$ cat config.mk
export PLATFORM = sky130hd
export DESIGN_NAME = i2c_eeprom_slave
export DESIGN_NICKNAME = d
export VERILOG_FILES = /design/src/rtl/i2cs_pkg.sv /design/src/rtl/i2cs_sync.sv /design/src/rtl/i2cs_cond.sv /design/src/rtl/i2cs_engine.sv /design/src/rtl/i2c_eeprom_slave.sv
export SDC_FILE = /design/constraint.sdc
export NUM_CORES = 1
export LEC_CHECK = 0
export BUFFER_PORTS_ARGS = -buffer_cell sky130_fd_sc_hd__buf_4
export CELL_PAD_IN_SITES_DETAIL_PLACEMENT = 1
export CELL_PAD_IN_SITES_GLOBAL_PLACEMENT = 1
export CORE_ASPECT_RATIO = 0.5
export CORE_MARGIN = 5
export CORE_UTILIZATION = 48
export CTS_CLUSTER_SIZE = 25
export DETAILED_ROUTE_END_ITERATION = 7
export PLACE_DENSITY_LB_ADDON = 0.15
export SYNTH_ARGS = -nofsm -noshare
export SYNTH_HDL_FRONTEND = slang
export SYNTH_SLANG_ARGS = --single-unit
$ cat constraint.sdc
create_clock -name clk -period 3 [get_ports clk]
set_input_delay 0.15 -clock clk [delete_from_list [all_inputs] [get_ports clk]]
set_output_delay 0.15 -clock clk [all_outputs]
set_load 0.01 [all_outputs]
$ cat src/rtl/i2cs_pkg.sv
package i2cs_pkg;
  localparam int ADDR_W = 16;
  localparam int BYTE_W = 8;

  typedef enum logic [2:0] {
    ST_IDLE,
    ST_RX,
    ST_RXACK,
    ST_TX,
    ST_TXACK
  } phase_t;

  typedef enum logic [1:0] {
    K_SEL,
    K_AHI,
    K_ALO,
    K_DATA
  } byte_kind_t;
endpackage

$ cat src/rtl/i2cs_sync.sv
module i2cs_sync #(
  parameter int   STAGES  = 2,
  parameter logic RST_VAL = 1'b1
) (
  input  logic clk,
  input  logic rst,
  input  logic d,
  output logic q
);
  logic [STAGES-1:0] chain;

  always_ff @(posedge clk) begin
    if (rst) chain <= {STAGES{RST_VAL}};
    else     chain <= {chain[STAGES-2:0], d};
  end

  assign q = chain[STAGES-1];
endmodule

$ cat src/rtl/i2cs_cond.sv
module i2cs_cond (
  input  logic clk,
  input  logic rst,
  input  logic scl_s,
  input  logic sda_s,
  output logic scl_rise,
  output logic scl_fall,
  output logic start_c,
  output logic stop_c
);
  logic scl_q, sda_q;

  always_ff @(posedge clk) begin
    if (rst) begin
      scl_q <= 1'b1;
      sda_q <= 1'b1;
    end else begin
      scl_q <= scl_s;
      sda_q <= sda_s;
    end
  end

  always_comb begin
    scl_rise = scl_s & ~scl_q;
    scl_fall = ~scl_s & scl_q;
    start_c  = scl_s & scl_q & sda_q & ~sda_s;
    stop_c   = scl_s & scl_q & ~sda_q & sda_s;
  end
endmodule

$ cat src/rtl/i2cs_engine.sv
module i2cs_engine
  import i2cs_pkg::*;
#(
  parameter int         PAGE_W = 7,
  parameter logic [3:0] DEV_ID = 4'b1010
) (
  input  logic              clk,
  input  logic              rst,
  input  logic              scl_rise,
  input  logic              scl_fall,
  input  logic              start_c,
  input  logic              stop_c,
  input  logic              sda_s,
  input  logic [2:0]        ce_pins,
  input  logic              wr_ctrl,
  input  logic              mem_busy,
  input  logic [BYTE_W-1:0] rd_data,
  output logic              sda_oe,
  output logic              rd_req,
  output logic [ADDR_W-1:0] rd_addr,
  output logic              wr_stb,
  output logic [ADDR_W-1:0] wr_addr,
  output logic [BYTE_W-1:0] wr_data,
  output logic              commit_stb
);
  localparam logic [PAGE_W-1:0] PG_ONE   = 1;
  localparam logic [ADDR_W-1:0] ADDR_ONE = 1;
  localparam logic [3:0]        LAST_RX  = 4'd8;
  localparam logic [3:0]        LAST_TX  = 4'd7;

  phase_t            phase;
  byte_kind_t        kind;
  logic [3:0]        bcnt;
  logic [BYTE_W-1:0] shreg;
  logic [BYTE_W-1:0] addr_hi;
  logic [ADDR_W-1:0] ptr;
  logic              rw_bit;
  logic              prot;
  logic              any_acked;
  logic              m_ack;

  logic [PAGE_W-1:0] low_inc;
  logic [ADDR_W-1:0] ptr_page_next;
  logic [ADDR_W-1:0] ptr_lin_next;
  logic              sel_match;

  always_comb begin
    low_inc       = ptr[PAGE_W-1:0] + PG_ONE;
    ptr_page_next = {ptr[ADDR_W-1:PAGE_W], low_inc};
    ptr_lin_next  = ptr + ADDR_ONE;
    sel_match     = (shreg[7:4] == DEV_ID) && (shreg[3:1] == ce_pins);
  end

  always_ff @(posedge clk) begin
    if (rst) begin
      phase      <= ST_IDLE;
      kind       <= K_SEL;
      bcnt       <= '0;
      shreg      <= '0;
      addr_hi    <= '0;
      ptr        <= '0;
      rw_bit     <= 1'b0;
      prot       <= 1'b0;
      any_acked  <= 1'b0;
      m_ack      <= 1'b0;
      sda_oe     <= 1'b0;
      rd_req     <= 1'b0;
      rd_addr    <= '0;
      wr_stb     <= 1'b0;
      wr_addr    <= '0;
      wr_data    <= '0;
      commit_stb <= 1'b0;
    end else begin
      wr_stb     <= 1'b0;
      rd_req     <= 1'b0;
      commit_stb <= 1'b0;
      if (stop_c) begin
        if (phase == ST_RX && kind == K_DATA && bcnt <= 4'd1 && any_acked)
          commit_stb <= 1'b1;
        phase  <= ST_IDLE;
        sda_oe <= 1'b0;
      end else if (start_c) begin
        sda_oe    <= 1'b0;
        bcnt      <= '0;
        any_acked <= 1'b0;
        kind      <= K_SEL;
        prot      <= wr_ctrl;
        phase     <= mem_busy ? ST_IDLE : ST_RX;
      end else begin
        if (phase != ST_IDLE && kind != K_DATA && wr_ctrl) prot <= 1'b1;
        case (phase)
          ST_RX: begin
            if (scl_rise && bcnt < LAST_RX) begin
              shreg <= {shreg[BYTE_W-2:0], sda_s};
              bcnt  <= bcnt + 4'd1;
            end else if (scl_fall && bcnt == LAST_RX) begin
              bcnt <= '0;
              case (kind)
                K_SEL: begin
                  if (sel_match) begin
                    sda_oe <= 1'b1;
                    phase  <= ST_RXACK;
                    rw_bit <= shreg[0];
                    if (shreg[0]) begin
                      rd_req  <= 1'b1;
                      rd_addr <= ptr;
                    end
                  end else begin
                    phase <= ST_IDLE;
                  end
                end
                K_AHI: begin
                  addr_hi <= shreg;
                  sda_oe  <= 1'b1;
                  phase   <= ST_RXACK;
                end
                K_ALO: begin
                  ptr    <= {addr_hi, shreg};
                  sda_oe <= 1'b1;
                  phase  <= ST_RXACK;
                end
                default: begin
                  phase <= ST_RXACK;
                  if (!prot) begin
                    sda_oe    <= 1'b1;
                    wr_stb    <= 1'b1;
                    wr_addr   <= ptr;
                    wr_data   <= shreg;
                    ptr       <= ptr_page_next;
                    any_acked <= 1'b1;
                  end
                end
              endcase
            end
          end
          ST_RXACK: begin
            if (scl_fall) begin
              bcnt <= '0;
              if (kind == K_SEL && rw_bit) begin
                phase  <= ST_TX;
                shreg  <= rd_data;
                sda_oe <= ~rd_data[BYTE_W-1];
              end else begin
                sda_oe <= 1'b0;
                phase  <= ST_RX;
                case (kind)
                  K_SEL:   kind <= K_AHI;
                  K_AHI:   kind <= K_ALO;
                  default: kind <= K_DATA;
                endcase
              end
            end
          end
          ST_TX: begin
            if (scl_fall) begin
              if (bcnt == LAST_TX) begin
                sda_oe  <= 1'b0;
                phase   <= ST_TXACK;
                ptr     <= ptr_lin_next;
                rd_req  <= 1'b1;
                rd_addr <= ptr_lin_next;
              end else begin
                bcnt   <= bcnt + 4'd1;
                shreg  <= {shreg[BYTE_W-2:0], 1'b0};
                sda_oe <= ~shreg[BYTE_W-2];
              end
            end
          end
          ST_TXACK: begin
            if (scl_rise) begin
              m_ack <= ~sda_s;
            end else if (scl_fall) begin
              if (m_ack) begin
                phase  <= ST_TX;
                bcnt   <= '0;
                shreg  <= rd_data;
                sda_oe <= ~rd_data[BYTE_W-1];
              end else begin
                phase <= ST_IDLE;
              end
            end
          end
          default: ;
        endcase
      end
    end
  end
endmodule

$ cat src/rtl/i2c_eeprom_slave.sv
module i2c_eeprom_slave #(
  parameter int         SYNC_STAGES = 2,
  parameter int         PAGE_W      = 7,
  parameter logic [3:0] DEV_ID      = 4'b1010
) (
  input  logic        clk,
  input  logic        rst,
  input  logic        scl_i,
  input  logic        sda_i,
  output logic        sda_oe,
  input  logic [2:0]  ce_pins,
  input  logic        wr_ctrl,
  input  logic        mem_busy,
  input  logic [7:0]  rd_data,
  output logic        rd_req,
  output logic [15:0] rd_addr,
  output logic        wr_stb,
  output logic [15:0] wr_addr,
  output logic [7:0]  wr_data,
  output logic        commit_stb
);
  localparam int LINES = 2;

  logic [LINES-1:0] raw_lines;
  logic [LINES-1:0] syn_lines;
  logic scl_s, sda_s;
  logic scl_rise, scl_fall, start_c, stop_c;

  assign raw_lines = {sda_i, scl_i};

  for (genvar g = 0; g < LINES; g++) begin : g_sync
    i2cs_sync #(.STAGES(SYNC_STAGES), .RST_VAL(1'b1)) u_sync (
      .clk (clk),
      .rst (rst),
      .d   (raw_lines[g]),
      .q   (syn_lines[g])
    );
  end

  assign scl_s = syn_lines[0];
  assign sda_s = syn_lines[1];

  i2cs_cond u_cond (
    .clk      (clk),
    .rst      (rst),
    .scl_s    (scl_s),
    .sda_s    (sda_s),
    .scl_rise (scl_rise),
    .scl_fall (scl_fall),
    .start_c  (start_c),
    .stop_c   (stop_c)
  );

  i2cs_engine #(.PAGE_W(PAGE_W), .DEV_ID(DEV_ID)) u_eng (
    .clk        (clk),
    .rst        (rst),
    .scl_rise   (scl_rise),
    .scl_fall   (scl_fall),
    .start_c    (start_c),
    .stop_c     (stop_c),
    .sda_s      (sda_s),
    .ce_pins    (ce_pins),
    .wr_ctrl    (wr_ctrl),
    .mem_busy   (mem_busy),
    .rd_data    (rd_data),
    .sda_oe     (sda_oe),
    .rd_req     (rd_req),
    .rd_addr    (rd_addr),
    .wr_stb     (wr_stb),
    .wr_addr    (wr_addr),
    .wr_data    (wr_data),
    .commit_stb (commit_stb)
  );
endmodule

=== After elaboration in Yosys (flattened, before gate mapping) ===
Index checks and enable logic that the tools add are counted.

* $lt $le $gt $ge: 2
* Bitwise gates (word level): 20
* Equality and inequality tests: 45
* Add/sub/neg operators: 3
* Reductions and logical operators: 40
* Mux-type cells: 81

{| class="wikitable"
|+ Operator list
! cell !! count
|-
| $mux 16 || 9
|-
| $pmux 16 s2 || 3
|-
| $mux 8 || 8
|-
| $mux 4 || 9
|-
| $pmux 8 s4 || 1
|-
| $mux 1 || 28
|-
| $reduce_and 9->1 || 3
|-
| $mux 3 || 8
|-
| $ne 2x2->1 const B || 12
|-
| $reduce_and 10->1 || 2
|-
| $ne 2x1->1 const B || 9
|-
| $ne 3x2->1 const B || 6
|-
| $add 16x1->16 const B || 1
|-
| $mux 2 || 8
|-
| $pmux 4 s4 || 1
|-
| $ne 3x3->1 const B || 5
|-
| $reduce_and 7->1 || 2
|-
| $not 1->1 || 13
|-
| $pmux 3 s4 || 1
|-
| $reduce_and 6->1 || 2
|-
| $reduce_bool 2->1 || 6
|-
| $reduce_and 11->1 || 1
|-
| $logic_and 1x1->1 || 9
|-
| $reduce_or 9->1 || 1
|-
| 27 further kinds || 43
|}

* Logic and storage cells: 213
* Flip-flop bits (word level): 95

=== Longest topological paths before layout ===
* Word-level depth: 8
* Mapped depth: 9
* Gate-level depth less buffers: 7

=== By module ===
A second synthesis with hierarchy kept.

* Cells, all modules: 581
* Area, all modules: 4797.1 um^2

{| class="wikitable"
|+ By module, submodules not included
! module !! times used !! area each (um^2) !! cells an instance
|-
| i2cs_engine || 1 || 4606.9 || 565
|-
| i2cs_sync || 2 || 52.6 || 4
|-
| i2cs_cond || 1 || 85.1 || 8
|}

=== Least setup slack after synthesis ===
OpenSTA, ideal clock, no wires.

* Path type: register to register
* From: register u_eng.bcnt[0]
* To: register u_eng.ptr[0]
* Cell stages (with the launch flop): 7
* Period minus slack after synthesis: 2001 ps
* Arrival time: 1926 ps
* Buffers on the path: 0
* Slack: 999 ps
* Library setup time: 74 ps
* Cell sequence: dfxtp_1 ha_1 nand3b_4 a211o_1 or3b_4 or3_1 a31oi_1

* Cells in the longest elaborated chain, start to end: 4

{| class="wikitable"
|+ RTL lines
! element !! line !! text
|-
| start, declared || i2cs_engine.sv:33 || <nowiki>logic [3:0] bcnt;</nowiki>
|-
| start signal, assigned || i2cs_engine.sv:95 || <nowiki>bcnt <= bcnt + 4'd1;</nowiki>
|-
| start signal, assigned || i2cs_engine.sv:163 || <nowiki>bcnt <= bcnt + 4'd1;</nowiki>
|-
| $lt 4x4->1 or $eq 4x4->1 (tied branches) || i2cs_engine.sv:93, i2cs_engine.sv:96 ||
|-
| $logic_and 1x1->1, on equally long branches || i2cs_engine.sv:93, i2cs_engine.sv:96 ||
|-
| $ne 2x2->1 (no line) || n/a ||
|-
| $reduce_and 9->1 (no line) * || n/a ||
|-
| end signal, assigned || i2cs_engine.sv:118 || <nowiki>ptr <= {addr_hi, shreg};</nowiki>
|-
| end signal, assigned || i2cs_engine.sv:129 || <nowiki>ptr <= ptr_page_next;</nowiki>
|-
| end signal, assigned || i2cs_engine.sv:159 || <nowiki>ptr <= ptr_lin_next;</nowiki>
|-
| end, declared || i2cs_engine.sv:36 || <nowiki>logic [ADDR_W-1:0] ptr;</nowiki>
|}

Mark *: on every way between the ends. The rest lies on a longest branch, timed or not.
A chain may end at the register's enable or synchronous reset.

=== Worst setup path after layout ===
* From: register u_eng.phase[2]
* To: register u_eng.shreg[7]

* Cells in the longest elaborated chain, start to end: 3

{| class="wikitable"
|+ RTL lines
! element !! line !! text
|-
| start, declared || i2cs_engine.sv:31 || <nowiki>phase_t phase;</nowiki>
|-
| start signal, assigned || i2cs_engine.sv:88 || <nowiki>phase <= mem_busy ? ST_IDLE : ST_RX;</nowiki>
|-
| $eq 3x1->1, or another cell as far along || i2cs_engine.sv:91 || <nowiki>case (phase)</nowiki>
|-
| $ne 2x2->1 (no line), or another cell as far along || n/a ||
|-
| $reduce_and 11->1 (no line) || n/a ||
|-
| end signal, assigned || i2cs_engine.sv:94 || <nowiki>shreg <= {shreg[BYTE_W-2:0], sda_s};</nowiki>
|-
| end signal, assigned || i2cs_engine.sv:141 || <nowiki>shreg <= rd_data;</nowiki>
|-
| end signal, assigned || i2cs_engine.sv:164 || <nowiki>shreg <= {shreg[BYTE_W-2:0], 1'b0};</nowiki>
|-
| end, declared || i2cs_engine.sv:34 || <nowiki>logic [BYTE_W-1:0] shreg;</nowiki>
|}

Several ways; a longest one is shown, not always the timed one.

==> reports/summary.txt <==
Initial Util: 50.3%
Startpoint Class: flip-flop
status: finished, final reports clean
syn_nets: 566
clk_lat worst skew: 350 ps
Resize count post-CTS: 0
largest net degree at the start of global routing: 91
Clock transition at path regs: 70 ps
Wirelength per Cell: 19.9 um
number of remaining DRC errors: 0
Nets: 604
TritonCTS Buffers: 9
CTS Root Cell: clkbuf_16
Synth area leaders: dfxtp_1 (39%), mux2i_1 (7.2%), nor2_1 (5.5%)
Post-Synth Simple-Gate Area: 23.1%
period utilization: 79.8%
post-synth cell types: 74
DRT antenna net count: 0
Yosys top cell area share: 39.2%
Row Count: 25
die height: 81.1 um
RePlAce Congestion: 0.881
Commonest cells post-synth: dfxtp_1 (95), nor2_1 (71), mux2i_1 (35), nand2_1 (35), a21oi_1 (28)
Worst VDD drop: 309 uV
critical path fanouts, max: 16
Floorplan Core Area: 9630 sq um
vias post-DR: 4289
Die ar.: 12300 sq um
final core occ: 58.5%
hpwl dp: 9820 um
Synth Instances: 544
number of synthesized register bits: 95
Hold Crit Class: in -> reg
Initial DRC Count: 258
# clock sinks: 95
first-pass GRT wire length: 23700 um
asr flop ratio synth: 0%
post-CTS setup buffers: 0
max cap viols: 0
GR Overflow Total: 0
Ant. Diodes: 0
CTS tree: yes
number of port buffers: 60
die width: 152 um
clock tree buffer depth: 2
clk_skew: 10.1 ps
Slew headroom: 36.9%
Avg Inst Size Synth: 8.91 sq um
top_reg_cell synth: dfxtp_1
Compound-Gate Fraction of Synth Area: 19.2%
DRT Wirelength: 14400 um
io pins: 61
post-route minimum period: 2390 ps
RSZ-0062 raised after global routing: false
CP Class: reg -> reg
antenna violations before repair: 0
setup_tns: 0 ps
Post-synth EDFFs: 0
mux contribution to synthesized area: 7.46%
adder-cell area share of the yosys netlist: 1.29%
largest family of logic cells by synthesized area: simple AND/OR/NAND/NOR gates
layout cells sized above 1: 19.6%
Power Density: 446 nW/um^2
Yosys warning total: 0
sequential area share after synthesis: 39.2%
Mapped Area: 4850 sq um
FMAX: 418 MHz
largest area contributor in the netlist: dfxtp_1
xor/xnor share of the synthesized area: 4.34%
CTS Hold Bufs: 2
Pins Over Slew Limit: 0
CTS H-tree depth: 3
via-per-instance ratio: 5.94
Initial DRT Pass Iterations: 5
Leak: 2.11 nW
CP endpoint kind: flip-flop
top-count cell post-synth: dfxtp_1
required time worst endpoint: 3240 ps
overall power: 0.00252 W
global-route usage over all layers: 23.9%
Final Hold Violating Endpoints: 0
final setup fails: 0
vias in the first global route: 4528
Area Growth Syn to Fin: 16.3%
worst path arrival time: 2640 ps
Worst-Margin Slew: 947 ps
## per-stage QoR
step	cell area, sq um	setup slack (ps)	hold slack (ps)	cells
5_1_grt	5640	451	106	722
3_5_place_dp	5320	661	338	704
3_3_place_gp	5320	752	335	704
4_1_cts	5640	619	72.9	722
2_1_floorplan	4850	999	254	544
6_report	5640	607	75.1	722
## power by group
part / switching [W] / total (W) / leakage (nW) / internal, W
logic: 0.0000399 / 0.0000687 / 1.19 / 0.0000288
clock network: 0.000506 / 0.00118 / 0.146 / 0.000670
registers: 0.00000730 / 0.00127 / 0.766 / 0.00126
## registers in the layout, summed over array words and instances (netlist names)
signal / flops
g_sync.u_sync.chain: 4
u_cond.scl_q: 1
u_cond.sda_q: 1
u_eng.addr_hi: 8
u_eng.any_acked: 1
u_eng.bcnt: 4
u_eng.commit_stb: 1
u_eng.kind: 2
u_eng.m_ack: 1
u_eng.phase: 3
u_eng.prot: 1
u_eng.ptr: 16
u_eng.rd_addr: 16
u_eng.rd_req: 1
u_eng.rw_bit: 1
u_eng.sda_oe: 1
u_eng.shreg: 8
u_eng.wr_addr: 16
u_eng.wr_data: 8
u_eng.wr_stb: 1
## logic make-up after synthesis
logic type,count (synthesis)
adder cells (fa/ha/maj),5
AND/OR/NAND/NOR,200
flip-flops,95
buffers and inverters,54
XOR/XNOR,24
AO/OA/AOI/OAI,130
multiplexers,36
## layout by cell type (no fill, tap or decap), types with 4 or more instances in the layout
cell       count
a211oi_1      20
a21o_1         5
a21oi_1       28
a311oi_1      10
a31oi_1        5
and3_1         8
buf_4         71
clkbuf_16      9
dfxtp_1       95
ha_1           5
inv_1          8
mux2i_1       35
nand2_1       35
nand2b_1       8
nand3_1       10
nand4_1       10
nand4b_1       4
nor2_1        71
nor2b_1        6
nor3_1         5
nor4_1         4
o21ai_0       18
o31ai_1        5
o32ai_1        4
or2_2          7
xnor2_1       20
xor2_1         4
## per-layer routing
layer / GRT usage, % / routed length, um
met5: 0 / 0
met2: 40.4 / 6570
met4: 7.00 / 248
met3: 4.74 / 636
met1: 31.6 / 6930
## cell type report
type                    count  area [sq um]
clock buffers              11           243
clock inverters             5          56.3
fillers                  1145          4000
inverters                   8          30.0
multi-input cells         395          2690
flip-flops and latches     95          1900
well taps                 135           169
repair buffers             73           553
## critical path, stage by stage, from the launching register on
cell and delay (ps):
dfxtp_1 520, buf_4 220, nand3b_4 290, o22ai_1 170
nor4_4 490, buf_4 250, nor2_1 60, a311oi_1 280
## path summary, 6_finish.rpt
path / slack [ps] / startpoint / cells after the start / end
worst max register to register: 610 / u_eng.phase[2] / 7 / u_eng.shreg[7]
worst min register to register: 430 / g_sync[0].u_sync.chain[0] / 1 / g_sync[0].u_sync.chain[1]
worst min-delay path: 80 / wr_ctrl / 3 / u_eng.prot
worst max-delay path: 610 / u_eng.phase[2] / 7 / u_eng.shreg[7]
No activity file was read; power rests on OpenSTA's default activity.
